==> src/rtl/sr_rearm_pkg.sv <==
package sr_rearm_pkg;
  typedef enum logic [1:0] {
    TMR_IDLE  = 2'd0,
    TMR_DELAY = 2'd1,
    TMR_WAIT  = 2'd2
  } tmr_state_e;

  function automatic int unsigned max2(input int unsigned a, input int unsigned b);
    return (a > b) ? a : b;
  endfunction
endpackage

==> src/rtl/plane_busy_unit.sv <==
module plane_busy_unit #(
  parameter int unsigned PLANES = 8,
  parameter logic [PLANES-1:0] PIPE_PLANES = 8'h0F
) (
  input  logic              clk,
  input  logic              rst_n,
  input  logic              enable,
  input  logic              hw_track_mode,
  input  logic              sr_active,
  input  logic              evt_valid,
  input  logic              evt_is_flush,
  input  logic              evt_from_flip,
  input  logic [PLANES-1:0] evt_planes,
  output logic [PLANES-1:0] busy_mask,
  output logic              exit_req,
  output logic              arm_start
);
  logic [PLANES-1:0] masked;
  logic              accept;
  logic              en_q;
  logic              en_rise;
  logic              wants_exit;

  assign masked  = evt_planes & PIPE_PLANES;
  assign accept  = evt_valid & enable;
  assign en_rise = enable & ~en_q;

  // Flip flushes are exempt only in hardware-tracking mode
  assign wants_exit = (|masked) & sr_active &
                      (~evt_is_flush | ~(hw_track_mode & evt_from_flip));

  // Re-arm starts when a flush leaves nothing busy while not in self-refresh
  assign arm_start = accept & evt_is_flush & ~sr_active &
                     ((busy_mask & ~masked) == '0);

  always_ff @(posedge clk) begin
    if (!rst_n) begin
      busy_mask <= '0;
      exit_req  <= 1'b0;
      en_q      <= 1'b0;
    end else begin
      en_q     <= enable;
      exit_req <= accept & wants_exit;
      if (en_rise) begin
        busy_mask <= '0;
      end else if (accept) begin
        if (evt_is_flush) busy_mask <= busy_mask & ~masked;
        else              busy_mask <= busy_mask | masked;
      end
    end
  end
endmodule

==> src/rtl/rearm_timer.sv <==
module rearm_timer
  import sr_rearm_pkg::*;
#(
  parameter int unsigned HW_DELAY_MS   = 100,
  parameter int unsigned SW_DELAY_MS   = 500,
  parameter int unsigned HW_IDLE_TO_MS = 50,
  parameter int unsigned SW_IDLE_TO_MS = 1
) (
  input  logic clk,
  input  logic rst_n,
  input  logic enable,
  input  logic hw_track_mode,
  input  logic ms_tick,
  input  logic start,
  input  logic sr_idle,
  input  logic busy_zero,
  output logic activate_req
);
  localparam int unsigned MAX_DLY = max2(HW_DELAY_MS, SW_DELAY_MS);
  localparam int unsigned MAX_TO  = max2(HW_IDLE_TO_MS, SW_IDLE_TO_MS);
  localparam int unsigned MAX_CNT = max2(MAX_DLY, MAX_TO);
  localparam int unsigned CNT_W   = $clog2(MAX_CNT + 1);

  tmr_state_e       state;
  logic [CNT_W-1:0] cnt;
  logic             mode_q;
  logic             last_tick;

  assign last_tick = ms_tick & (cnt <= CNT_W'(1));

  always_ff @(posedge clk) begin
    if (!rst_n) begin
      state        <= TMR_IDLE;
      cnt          <= '0;
      mode_q       <= 1'b0;
      activate_req <= 1'b0;
    end else begin
      activate_req <= 1'b0;
      if (!enable) begin
        state <= TMR_IDLE;
      end else if (start) begin
        state  <= TMR_DELAY;
        mode_q <= hw_track_mode;
        cnt    <= hw_track_mode ? CNT_W'(HW_DELAY_MS) : CNT_W'(SW_DELAY_MS);
      end else begin
        unique case (state)
          TMR_DELAY: begin
            if (last_tick) begin
              state <= TMR_WAIT;
              cnt   <= mode_q ? CNT_W'(HW_IDLE_TO_MS) : CNT_W'(SW_IDLE_TO_MS);
            end else if (ms_tick) begin
              cnt <= cnt - CNT_W'(1);
            end
          end
          TMR_WAIT: begin
            if (sr_idle) begin
              state        <= TMR_IDLE;
              activate_req <= busy_zero;
            end else if (last_tick) begin
              state <= TMR_IDLE;
            end else if (ms_tick) begin
              cnt <= cnt - CNT_W'(1);
            end
          end
          default: state <= TMR_IDLE;
        endcase
      end
    end
  end
endmodule

==> src/rtl/sr_rearm_ctrl.sv <==
module sr_rearm_ctrl #(
  parameter int unsigned       PLANES        = 8,
  parameter logic [PLANES-1:0] PIPE_PLANES   = 8'h0F,
  parameter int unsigned       HW_DELAY_MS   = 100,
  parameter int unsigned       SW_DELAY_MS   = 500,
  parameter int unsigned       HW_IDLE_TO_MS = 50,
  parameter int unsigned       SW_IDLE_TO_MS = 1
) (
  input  logic              clk,
  input  logic              rst_n,
  input  logic              enable,
  input  logic              hw_track_mode,
  input  logic              ms_tick,
  input  logic              sr_active,
  input  logic              sr_idle,
  input  logic              evt_valid,
  output logic              evt_ready,
  input  logic              evt_is_flush,
  input  logic              evt_from_flip,
  input  logic [PLANES-1:0] evt_planes,
  output logic [PLANES-1:0] busy_mask,
  output logic              exit_req,
  output logic              activate_req
);
  logic arm_start;

  // No back-pressure: one event per valid cycle
  assign evt_ready = 1'b1;

  plane_busy_unit #(
    .PLANES      (PLANES),
    .PIPE_PLANES (PIPE_PLANES)
  ) u_busy (
    .clk           (clk),
    .rst_n         (rst_n),
    .enable        (enable),
    .hw_track_mode (hw_track_mode),
    .sr_active     (sr_active),
    .evt_valid     (evt_valid),
    .evt_is_flush  (evt_is_flush),
    .evt_from_flip (evt_from_flip),
    .evt_planes    (evt_planes),
    .busy_mask     (busy_mask),
    .exit_req      (exit_req),
    .arm_start     (arm_start)
  );

  rearm_timer #(
    .HW_DELAY_MS   (HW_DELAY_MS),
    .SW_DELAY_MS   (SW_DELAY_MS),
    .HW_IDLE_TO_MS (HW_IDLE_TO_MS),
    .SW_IDLE_TO_MS (SW_IDLE_TO_MS)
  ) u_timer (
    .clk           (clk),
    .rst_n         (rst_n),
    .enable        (enable),
    .hw_track_mode (hw_track_mode),
    .ms_tick       (ms_tick),
    .start         (arm_start),
    .sr_idle       (sr_idle),
    .busy_zero     (busy_mask == '0),
    .activate_req  (activate_req)
  );
endmodule

==> config.mk <==
export PLATFORM = sky130hd
export DESIGN_NAME = sr_rearm_ctrl
export DESIGN_NICKNAME = d
export VERILOG_FILES = /design/src/rtl/sr_rearm_pkg.sv /design/src/rtl/plane_busy_unit.sv /design/src/rtl/rearm_timer.sv /design/src/rtl/sr_rearm_ctrl.sv
export SDC_FILE = /design/constraint.sdc
export NUM_CORES = 1
export LEC_CHECK = 0
export BUFFER_PORTS_ARGS = -buffer_cell sky130_fd_sc_hd__buf_2
export CAP_MARGIN = 10
export CORE_MARGIN = 3
export CORE_UTILIZATION = 25
export CTS_CLUSTER_DIAMETER = 100
export DETAILED_ROUTE_END_ITERATION = 10
export GPL_TIMING_DRIVEN = 0
export PLACE_DENSITY = 0.51
export SLEW_MARGIN = 5
export SYNTH_ARGS = -nofsm -noshare
export SYNTH_HDL_FRONTEND = slang
export SYNTH_SLANG_ARGS = --single-unit
==> constraint.sdc <==
create_clock -name clk -period 2.49 [get_ports clk]
set_input_delay 0.498 -clock clk [delete_from_list [all_inputs] [get_ports clk]]
set_output_delay 0.498 -clock clk [all_outputs]
set_load 0.05 [all_outputs]
==> metrics.md, run 1 <==
| Metric | Value |
|---|---|
| Outcome | completed |
| Worst-Skew Late Latency | 260 ps |
| Synth cell types | 44 |
| Ant. Diodes | 0 |
| Yosys warning count | 0 |
| RSZ-0062 raised after global routing | no |
| Initial DRC count | 49 |
| CTS tree | done |
| Initial antenna violation count | 0 |
| Num CTS Buffers | 3 |
| First-pass GRT wire length | 4620 um |
| Die Height | 73.2 um |
| Yosys top cell by area | dfxtp_1 |
| Overall Power | 0.665 mW |
| Critical path type | flop to flop |
| Vias in the first global route | 1047 |
| Final hold vios | 0 |
| CP peak stage delay | 500 ps |
| Final wirelength | 2830 um |
| Buffers on Ports | 19 |
| Critical path arrival | 2360 ps |
| Most common cell in the synthesized netlist | dfxtp_1 |
| Post-synth top area share | 33.7% |
| Hold-fix buffers at CTS | 0 |
| DRC | 0 |
| Final core occ | 32.2% |
| Seq/Total Area, Yosys | 33.7% |
| Worst r2r src | u_timer.cnt[1] |
| Setup slack, reg-to-reg | 320 ps |
| Synth Cell Area | 1130 um^2 |
| Worst min-delay path category | input port to flop |
| Startpoint Class | flop |
| Ports | 29 |
| Maximum clock frequency | 0.461 GHz |
| Max IR drop VDD | 0.000204 V |
| Final Slew Violations | 0 |
| WHS Endpoint | u_busy.exit_req |
| Antenna viol nets, final | 0 |
| Crit-path max FO | 9 |
| CTS H-tree lvls | 1 |
| DIE WIDTH | 73.2 um |
| P&R area growth vs syn | 19.1% |
| Starting Density | 27.0% |
| Gpl congestion | 0.798 |
| Maxcap violations | 0 |
| Measured slew at the worst slew-check pin | 630 ps |
| Ys async rst share | 0% |
| Worst reg2reg path endpoint | u_timer.cnt[2] |
| Net count, final | 180 |
| Post-synth top flop | dfxtp_1 |
| DR vias | 1107 |
| Endpoints failing setup | 0 |
| Tmin final | 2170 ps |
| Overflow after GRT | 0 |
| Vias per Instance | 5.30 |
| Synth top area cells | dfxtp_1, a21oi_1, a311oi_1 |
| FP Rows | 23 |
| Yosys reg bits | 19 |
| Cell leakage power | 0.517 nW |
| CTS resizes | 0 |
| Fin Setup TNS | 0 ps |
| Setup Fix Bufs, Post-CTS | 0 |
| Depth of the worst register-to-register path | 8 |
| PwrDens | 496 nW/um^2 |
| Syn Area/Cell | 8.48 um^2 |
| CP bufs+invs | 2 |
| Cell family with most CP delay | simple AND/OR/NAND/NOR gates |
| DPL Wire Length | 2180 um |
| Layout cell share with drive strength beyond 1 | 25.2% |
| Clock buffer depth | 2 |
| Top post-synthesis cells by count | dfxtp_1, a21oi_1, o21ai_0 |
| Worst-path cell chain | inv_1 > ha_1 > o21bai_2 > and4b_1 > buf_6 > a21o_4 > or4b_1 > a31oi_1 |
| Core region area | 4170 um^2 |
| Worst-path clk slew | 80 ps |
| Hold Crit Start | evt_from_flip |
| Post-synth EDFFs | 0 |
| Die area | 5350 um^2 |
| Crit. End Element | flop |
| Sink Count | 19 |
| Drt first pass iters | 4 |
| Max stage delay cell, worst path | or4b_1 |
| Worst Hold Depth | 2 |
| Relative slew slack | 57.5% |
| Largest net degree at the start of global routing | 12 |
| CTS root buf | clkbuf_8 |
| Required time of the critical path | 2680 ps |
| WL/cell | 13.5 um |
| Mapped Cells | 133 |
| Tcrit/Tclk final | 87.0% |
| Worst clock skew | 3.40 ps |
| GRT Total Usage | 10.6% |
==> metal layers <==
metal	GRT usage (%)	up-vias	part of all wire, %
met5	0	-	0
li1	-	551	-
met1	14.1	507	46
met3	1.65	4	5.9
met2	17.6	45	47
met4	3.07	0	0.92
==> worst reg2reg max path, stage by stage, from the launching register on <==
cell,delay (ps)
dfxtp_1,380
inv_1,100
ha_1,180
o21bai_2,190
and4b_1,220
buf_6,130
a21o_4,250
or4b_1,500
a31oi_1,160
==> cell type report <==
cell class	count	area (um^2)
timing repair buffer	19	95.1
inverter	7	26.3
sequential	19	380
fill	447	2830
clock inverter	1	5.00
buffer	7	52.6
multi-input combinational	103	679
clock buffer	3	41.3
tap	50	62.6
==> power breakdown <==
part           total (mW)  internal, mW  switching [mW]
sequential          0.318         0.311         0.00720
clock               0.222         0.111           0.111
combinational       0.125        0.0442          0.0811
total               0.665         0.466           0.199
==> per-stage QoR <==
stage	cells	hold slack (ps)	setup WS [ps]	instance area [um^2]
after global routing	209	457	208	1340
after detailed placement	205	456	207	1300
after CTS	209	426	311	1340
after floorplan	136	436	463	1140
after global placement	205	451	255	1300
final	209	428	323	1340
==> cells by family after synthesis <==
logic type,count (synthesis),share of synthesized area (%)
AO/OA/AOI/OAI,46,29.7
adder cells (fa/ha/maj),2,2.22
buffers and inverters,14,6.99
flip-flops,19,33.7
other,2,0.666
AND/OR/NAND/NOR,50,26.6
==> placed cells by master (no fill, tap or decap), types with 5 or more instances in the layout <==
master    count
dfxtp_1      19
buf_2        19
a21oi_1      11
o21ai_0       8
inv_1         7
nor3_1        7
nand2_1       7
nand2b_1      5
nor2_1        5
nand3_1       5
a311oi_1      5
buf_4         5
conb_1        5
==> how the worst max path moves through the flow <==
stage / cells after the start / to / slack, ps / startpoint
final: 8 / u_timer.cnt[2] / 320 / u_timer.cnt[1]
after global placement: 7 / u_timer.cnt[1] / 260 / enable
after CTS: 8 / u_timer.cnt[2] / 310 / u_timer.cnt[1]
after global routing: 8 / u_timer.cnt[2] / 210 / u_timer.cnt[1]
after floorplan: 8 / u_timer.cnt[2] / 460 / u_timer.cnt[1]
after detailed placement: 7 / u_timer.cnt[1] / 210 / enable
(Power assumes the default switching activity.)
==> run 2: changes to the inputs <==
--- a/config.mk
+++ b/config.mk
@@ -12,7 +12,7 @@
 export CTS_CLUSTER_DIAMETER = 100
 export DETAILED_ROUTE_END_ITERATION = 10
 export GPL_TIMING_DRIVEN = 0
-export PLACE_DENSITY = 0.51
+export PLACE_DENSITY = 0.52
 export SLEW_MARGIN = 5
 export SYNTH_ARGS = -nofsm -noshare
 export SYNTH_HDL_FRONTEND = slang
==> constraint.sdc (replaced) <==
create_clock -name clk -period 1.82 [get_ports clk]
set_input_delay 0.364 -clock clk [delete_from_list [all_inputs] [get_ports clk]]
set_output_delay 0.364 -clock clk [all_outputs]
set_load 0.05 [all_outputs]
==> run 2 against run 1 <==
The run now ends with negative setup slack left. Combinational power is 55% higher. Final area is 14% higher. Sequential power is 36% higher. Fmax is 18% higher. Critical path type unchanged. Largest power group unchanged. Highest routed layer unchanged.
==> metrics.md, run 2 (same netlist as run 1, synthesis figures left out) <==
| Metric | Value |
|---|---|
| Drt first pass iters | 4 (unchanged) |
| Worst clock skew | 2.11 ps (-1.29 ps) |
| Failing checks | negative setup slack |
| Max IR drop VDD | 0.000425 V (+110%) |
| Required time of the critical path | 2010 ps (-670 ps) |
| Layout cell share with drive strength beyond 1 | 38.8% (+14 points) |
| WL/cell | 13.8 um (+1.6%) |
| Depth of the worst register-to-register path | 7 (-1) |
| P&R area growth vs syn | 36.1% |
| Initial DRC count | 104 (+110%) |
| FP Rows | 23 (unchanged) |
| Maximum clock frequency | 0.542 GHz (+18%) |
| Setup slack after layout | -23.5 ps (-347 ps) |
| Final Slew Violations | 0 (unchanged) |
| Final hold vios | 0 (unchanged) |
| Overflow after GRT | 0 (unchanged) |
| Ant. Diodes | 0 (unchanged) |
| Worst-path clk slew | 80 ps (about the same) |
| Most frequent cells in the layout | buf_2, dfxtp_1, buf_4 |
| Starting Density | 27.0% (unchanged) |
| Antenna viol nets, final | 0 (unchanged) |
| Crit. End Element | flop |
| Filler Cells Inserted | 420 (-6.0%) |
| First-pass GRT wire length | 4960 um (+7.3%) |
| Critical path type | flop to flop |
| Sink Count | 19 (unchanged) |
| Max stage delay cell, worst path | or4b_1 |
| DRC | 0 (unchanged) |
| Buffers on Ports | 19 (unchanged) |
| CP peak stage delay | 450 ps (-50 ps) |
| Ports | 29 (unchanged) |
| Fin cells | 220 (+5.3%) |
| Initial antenna violation count | 0 (unchanged) |
| Endpoints failing setup | 2 (+2) |
| DPL Wire Length | 2160 um (-0.83%) |
| PwrDens | 612 nW/um^2 (+23%) |
| Hold-fix buffers at CTS | 0 (unchanged) |
| Startpoint Class | flop |
| Worst reg2reg path endpoint | u_timer.cnt[2] |
| Worst Hold Depth | 2 (unchanged) |
| Hold Crit Start | evt_from_flip |
| Area of the multi-input gates | 769 um^2 (+13%) |
| CP bufs+invs | 1 (-1) |
| Tmin final | 1840 ps (-323 ps) |
| GRT Total Usage | 11.7% (+1.1 points) |
| Worst slack at placement | -347 ps (-554 ps) |
| Largest net degree at the start of global routing | 13 (+1) |
| RSZ-0062 raised after global routing | yes |
| CTS root buf | clkbuf_8 |
| FF+latch area | 388 um^2 (+2.0%) |
| Worst-Skew Late Latency | 260 ps (about the same) |
| DR vias | 1156 (+4.4%) |
| Num CTS Buffers | 3 (unchanged) |
| Clock buffer depth | 2 (unchanged) |
| Tcrit/Tclk final | 101% (+14 points) |
| Core region area | 4170 um^2 (unchanged) |
| Worst-path cell chain | inv_4 > ha_4 > o21bai_4 > and4b_2 > a21o_4 > or4b_1 > a31oi_1 |
| Die Height | 73.2 um (unchanged) |
| Outcome | finished with violations |
| CTS H-tree lvls | 1 (unchanged) |
| Commonest non-fill, non-tap cell in the layout | buf_2 |
| DIE WIDTH | 73.2 um (unchanged) |
| Net count, final | 191 (+6.1%) |
| Cell leakage power | 0.588 nW (+14%) |
| Worst min-delay path category | input port to flop |
| Vias per Instance | 5.25 (-0.79%) |
| CTS tree | done |
| Worst r2r src | u_timer.cnt[1] |
| WHS Endpoint | u_busy.exit_req |
| Critical path arrival | 2040 ps (-320 ps) |
| Cell count after placement | 205 (unchanged) |
| Cell family with most CP delay | simple AND/OR/NAND/NOR gates |
| Final wirelength | 3030 um (+7.0%) |
| Die area | 5350 um^2 (unchanged) |
| Vias in the first global route | 1037 (-0.96%) |
| Gpl congestion | 0.865 (+8.4%) |
| Setup slack, reg-to-reg | -20 ps (-350 ps) |
| Crit-path max FO | 5 (-4) |
| Maxcap violations | 0 (unchanged) |
| Fin Hold WS | 307 ps (-121 ps) |
run 2: cell types whose count changed in the layout (fill, tap and decap cells not counted), sizes merged:
| cell | before | now |
|---|---|---|
| buf | 25 | 36 |
| clkinv | 1 | 0 |
| clkinvlp | 0 | 1 |
run 2: what timing repair did:
action	CTS	global route
gates resized for setup	13	13
buffers inserted	6	6
pin swaps	4	12
setup endpoints to repair	9	9
run 2: routing by layer:
| metal | share of wire (%) | global-route usage (%) | vias up | wire length, um |
|---|---|---|---|---|
| li1 | - | - | 575 | - |
| met1 | 47 | 15.8 | 533 | 1420 |
| met4 | 1.3 | 2.25 | 0 | 40 |
| met2 | 45 | 18.2 | 40 | 1380 |
| met5 | 0 | 0 | - | 0 |
| met3 | 6.2 | 3.86 | 8 | 188 |
run 2: worst register-to-register path: stages, from the launching register on:
cell,delay [ps]
dfxtp_4,370
inv_4,40
ha_4,140
o21bai_4,160
and4b_2,260
a21o_4,230
or4b_1,450
a31oi_1,130
run 2: cell type report:
| cell class | count | area share [%] |
|---|---|---|
| sequential | 19 | 25.3 |
| clock buffer | 3 | 2.69 |
| inverter | 7 | 2.04 |
| clock inverter | 1 | 0.489 |
| buffer | 6 | 2.69 |
| timing repair buffer | 31 | 12.6 |
| multi-input combinational | 103 | 50.2 |
| tap | 50 | 4.08 |
run 2: worst max path at each step:
stage	from	endpoint	slack [ps]	cells past startpoint
after global routing	u_timer.cnt[1]	u_timer.cnt[4]	-110	7
final	u_timer.cnt[1]	u_timer.cnt[2]	-20	7
after detailed placement	enable	u_timer.cnt[1]	-350	7
after CTS	u_timer.cnt[1]	u_timer.cnt[2]	-70	7
after floorplan	u_timer.cnt[1]	u_timer.cnt[2]	-70	8
after global placement	enable	u_timer.cnt[1]	-310	7
run 2: per-stage QoR:
step | instance area [um^2] | util [%] | power, mW | TNS, ps
5_1_grt | 1530 | 36.8 | 0.999 | -543
2_1_floorplan | 1150 | - | 0.565 | -73.1
6_report | 1530 | 36.8 | 0.939 | -34.0
4_1_cts | 1440 | 34.5 | 0.935 | -164
3_5_place_dp | 1310 | 31.3 | 0.613 | -1880
3_3_place_gp | 1310 | 31.3 | 0.611 | -1570
run 2: power breakdown:
part	internal, mW	switching, mW	total (mW)	leakage, nW
clock	0.155	0.157	0.312	0.0217
combinational	0.0776	0.116	0.194	0.411
sequential	0.422	0.0112	0.433	0.156
total	0.654	0.284	0.939	0.588
==> run 3: changes to the inputs <==
--- a/config.mk
+++ b/config.mk
@@ -13,7 +13,9 @@
 export DETAILED_ROUTE_END_ITERATION = 10
 export GPL_TIMING_DRIVEN = 0
 export PLACE_DENSITY = 0.52
+export SKIP_CTS_REPAIR_TIMING = 1
 export SLEW_MARGIN = 5
 export SYNTH_ARGS = -nofsm -noshare
 export SYNTH_HDL_FRONTEND = slang
+export SYNTH_HIERARCHICAL = 1
 export SYNTH_SLANG_ARGS = --single-unit
==> run 3 against run 2 <==
The run now ends clean. Sequential share of layout area grew 0.18 points. Core utilization decreased by 1.8 points. Sequential power about the same. Synthesized cell count is 7.5% higher. Critical path type unchanged. Total power rose by 0.28%. Largest cell class unchanged. Area after synthesis is 4.4% higher. Largest power group unchanged.
==> metrics.md, run 3 <==
| Metric | Value |
|---|---|
| Outcome | completed |
| Post-synth top area share | 32.3% (-1.4 points) |
| DR vias | 1161 (+0.43%) |
| Post-synth top flop | dfxtp_1 |
| Antenna viol nets, final | 0 (unchanged) |
| Synth Cell Area | 1180 um^2 (+4.4%) |
| Ports | 29 (unchanged) |
| Crit-path max FO | 6 (+1) |
| Most frequent cells in the layout | buf_2, buf_4, nand2_1 |
| Synth cell types | 49 (+11%) |
| CTS tree | done |
| Switching share of power | 29.9% (-0.40 points) |
| Vias per Instance | 5.03 (-4.3%) |
| Worst-path cell chain | nor3_2 > and4_4 > nand2_2 > o31a_1 > a32o_1 |
| Initial antenna violation count | 0 (unchanged) |
| Starting Density | 26.5% (-0.52 points) |
| Ant. Diodes | 0 (unchanged) |
| Maximum clock frequency | 0.561 GHz (+3.4%) |
| Cell leakage power | 0.637 nW (+8.3%) |
| Final core occ | 34.9% (-1.8 points) |
| Tcrit/Tclk final | 98.0% (-3.3 points) |
| Measured slew at the worst slew-check pin | 589 ps |
| Startpoint Class | flop |
| Filler Cells Inserted | 469 (+12%) |
| FP Rows | 24 (+4.3%) |
| Critical path type | flop to flop |
| Fin Hold WS | 303 ps (-3.48 ps) |
| Most common cell in the synthesized netlist | dfxtp_1 |
| Mapped Cells | 143 (+7.5%) |
| Cell family with most CP delay | simple AND/OR/NAND/NOR gates |
| Final Cell Area | 1550 um^2 (+1.2%) |
| Ys async rst share | 0% (unchanged) |
| Commonest non-fill, non-tap cell in the layout | buf_2 |
| Gpl congestion | 0.816 (-5.6%) |
| Cell count after placement | 217 (+5.9%) |
| Max IR drop VDD | 0.000289 V (-32%) |
| Overall Power | 0.941 mW (+0.28%) |
| Worst-path clk slew | 70 ps (about the same) |
| Final wirelength | 3080 um (+1.8%) |
| Clock buffer depth | 2 (unchanged) |
| DIE WIDTH | 74.6 um (+2.0%) |
| CTS H-tree lvls | 1 (unchanged) |
| Worst-Skew Late Latency | 250 ps (about the same) |
| CTS root buf | clkbuf_8 |
| Drt first pass iters | 5 (+1) |
| Buffers on Ports | 19 (unchanged) |
| Synth top area cells | dfxtp_1, a21oi_1, nand2_1 |
| Vias in the first global route | 973 (-6.2%) |
| Relative slew slack | 60.3% |
| Endpoints failing setup | 0 (-2) |
| Syn Area/Cell | 8.23 um^2 (-2.9%) |
| Final hold vios | 0 (unchanged) |
| Final Slew Violations | 0 (unchanged) |
| Worst min-delay path category | input port to flop |
| Max stage delay cell, worst path | nor3_2 |
| Crit. End Element | flop |
| Required time of the critical path | 1970 ps (-40 ps) |
| CP peak stage delay | 390 ps (-60 ps) |
| Pint | 0.660 mW (+0.85%) |
| CP bufs+invs | 0 (-1) |
| Critical path arrival | 1940 ps (-100 ps) |
| Die area | 5570 um^2 (+4.1%) |
| Placed cell area | 1370 um^2 (+4.9%) |
| Die Height | 74.6 um (+2.0%) |
| Tmin final | 1780 ps (-59.9 ps) |
| Overflow after GRT | 0 (unchanged) |
| DRC | 0 (unchanged) |
| Net count, final | 200 (+4.7%) |
| Sink Count | 19 (unchanged) |
| Largest net degree at the start of global routing | 12 (-1) |
| Yosys warning count | 6 (+6) |
| Yosys top cell by area | dfxtp_1 |
| Layout cell share with drive strength beyond 1 | 38.0% (-0.83 points) |
| WL/cell | 13.4 um (-3.0%) |
| PwrDens | 606 nW/um^2 (-0.93%) |
| Worst slack at placement | -282 ps (+64.3 ps) |
| First-pass GRT wire length | 4640 um (-6.4%) |
| DPL Wire Length | 2160 um (about the same) |
| Fin Setup TNS | 0 ps (+34.0 ps) |
| GRT Total Usage | 10.6% (-1.1 points) |
| Core region area | 4440 um^2 (+6.5%) |
| Seq/Total Area, Yosys | 32.3% (-1.4 points) |
| Top post-synthesis cells by count | dfxtp_1, nand2_1, a21oi_1, inv_1 |
| Initial DRC count | 39 (-63%) |
| Worst clock skew | 1.94 ps (-0.173 ps) |
| Clk pwr share | 31.4% (-1.8 points) |
| Net switching power | 0.282 mW (-1.0%) |
| Post-synth EDFFs | 0 (unchanged) |
| Setup slack after layout | 36.4 ps (+59.9 ps) |
| Maxcap violations | 0 (unchanged) |
| Comb power frac | 22.9% (+2.2 points) |
| Fin cells | 231 (+5.0%) |
| Yosys reg bits | 19 (unchanged) |
| Seq pwr share | 45.7% (-0.5 points) |
| Num CTS Buffers | 3 (unchanged) |
| P&R area growth vs syn | 31.9% |
-- run 3: logic make-up after synthesis --
family | share of synthesized area, %
flip-flops | 32.3
AO/OA/AOI/OAI | 29.4
XOR/XNOR | 0.744
adder cells (fa/ha/maj) | 2.13
buffers and inverters | 7.97
AND/OR/NAND/NOR | 26.8
other | 0.638
-- run 3: power by group through the flow --
stage | Sequential (mW) | Clock, mW | Combinational [mW]
CTS | 0.431 | 0.313 | 0.189
floorplan | 0.450 | 0 | 0.127
finish | 0.430 | 0.296 | 0.216
global placement | 0.441 | 0 | 0.190
global route | 0.431 | 0.327 | 0.235
detailed placement | 0.441 | 0 | 0.188
-- run 3: final timing paths --
path	from	endpoint	slack, ps	depth (start not counted)
min	evt_from_flip	u_busy/exit_req	300	2
max reg2reg	u_timer/cnt[3]	u_timer/cnt[5]	40	5
max	u_timer/cnt[3]	u_timer/cnt[5]	40	5
min reg2reg	u_timer/cnt[7]	u_timer/cnt[7]	480	2
-- run 3: layer usage --
metal	vias to the layer above	track usage (%)	routed length (um)
met1	523	15.0	1470
met3	6	3.47	244
met4	0	3.56	44
li1	593	-	-
met5	-	0	0
met2	39	15.2	1330
-- run 3: layout make-up --
cell class	instances	area, um^2	share of cell area [%]
multi-input combinational	109	776	50.0
clock inverter	1	5.00	0.322
inverter	10	37.5	2.42
timing repair buffer	29	173	11.1
buffer	8	60.1	3.87
sequential	19	395	25.5
tap	52	65.1	4.19
clock buffer	3	41.3	2.66
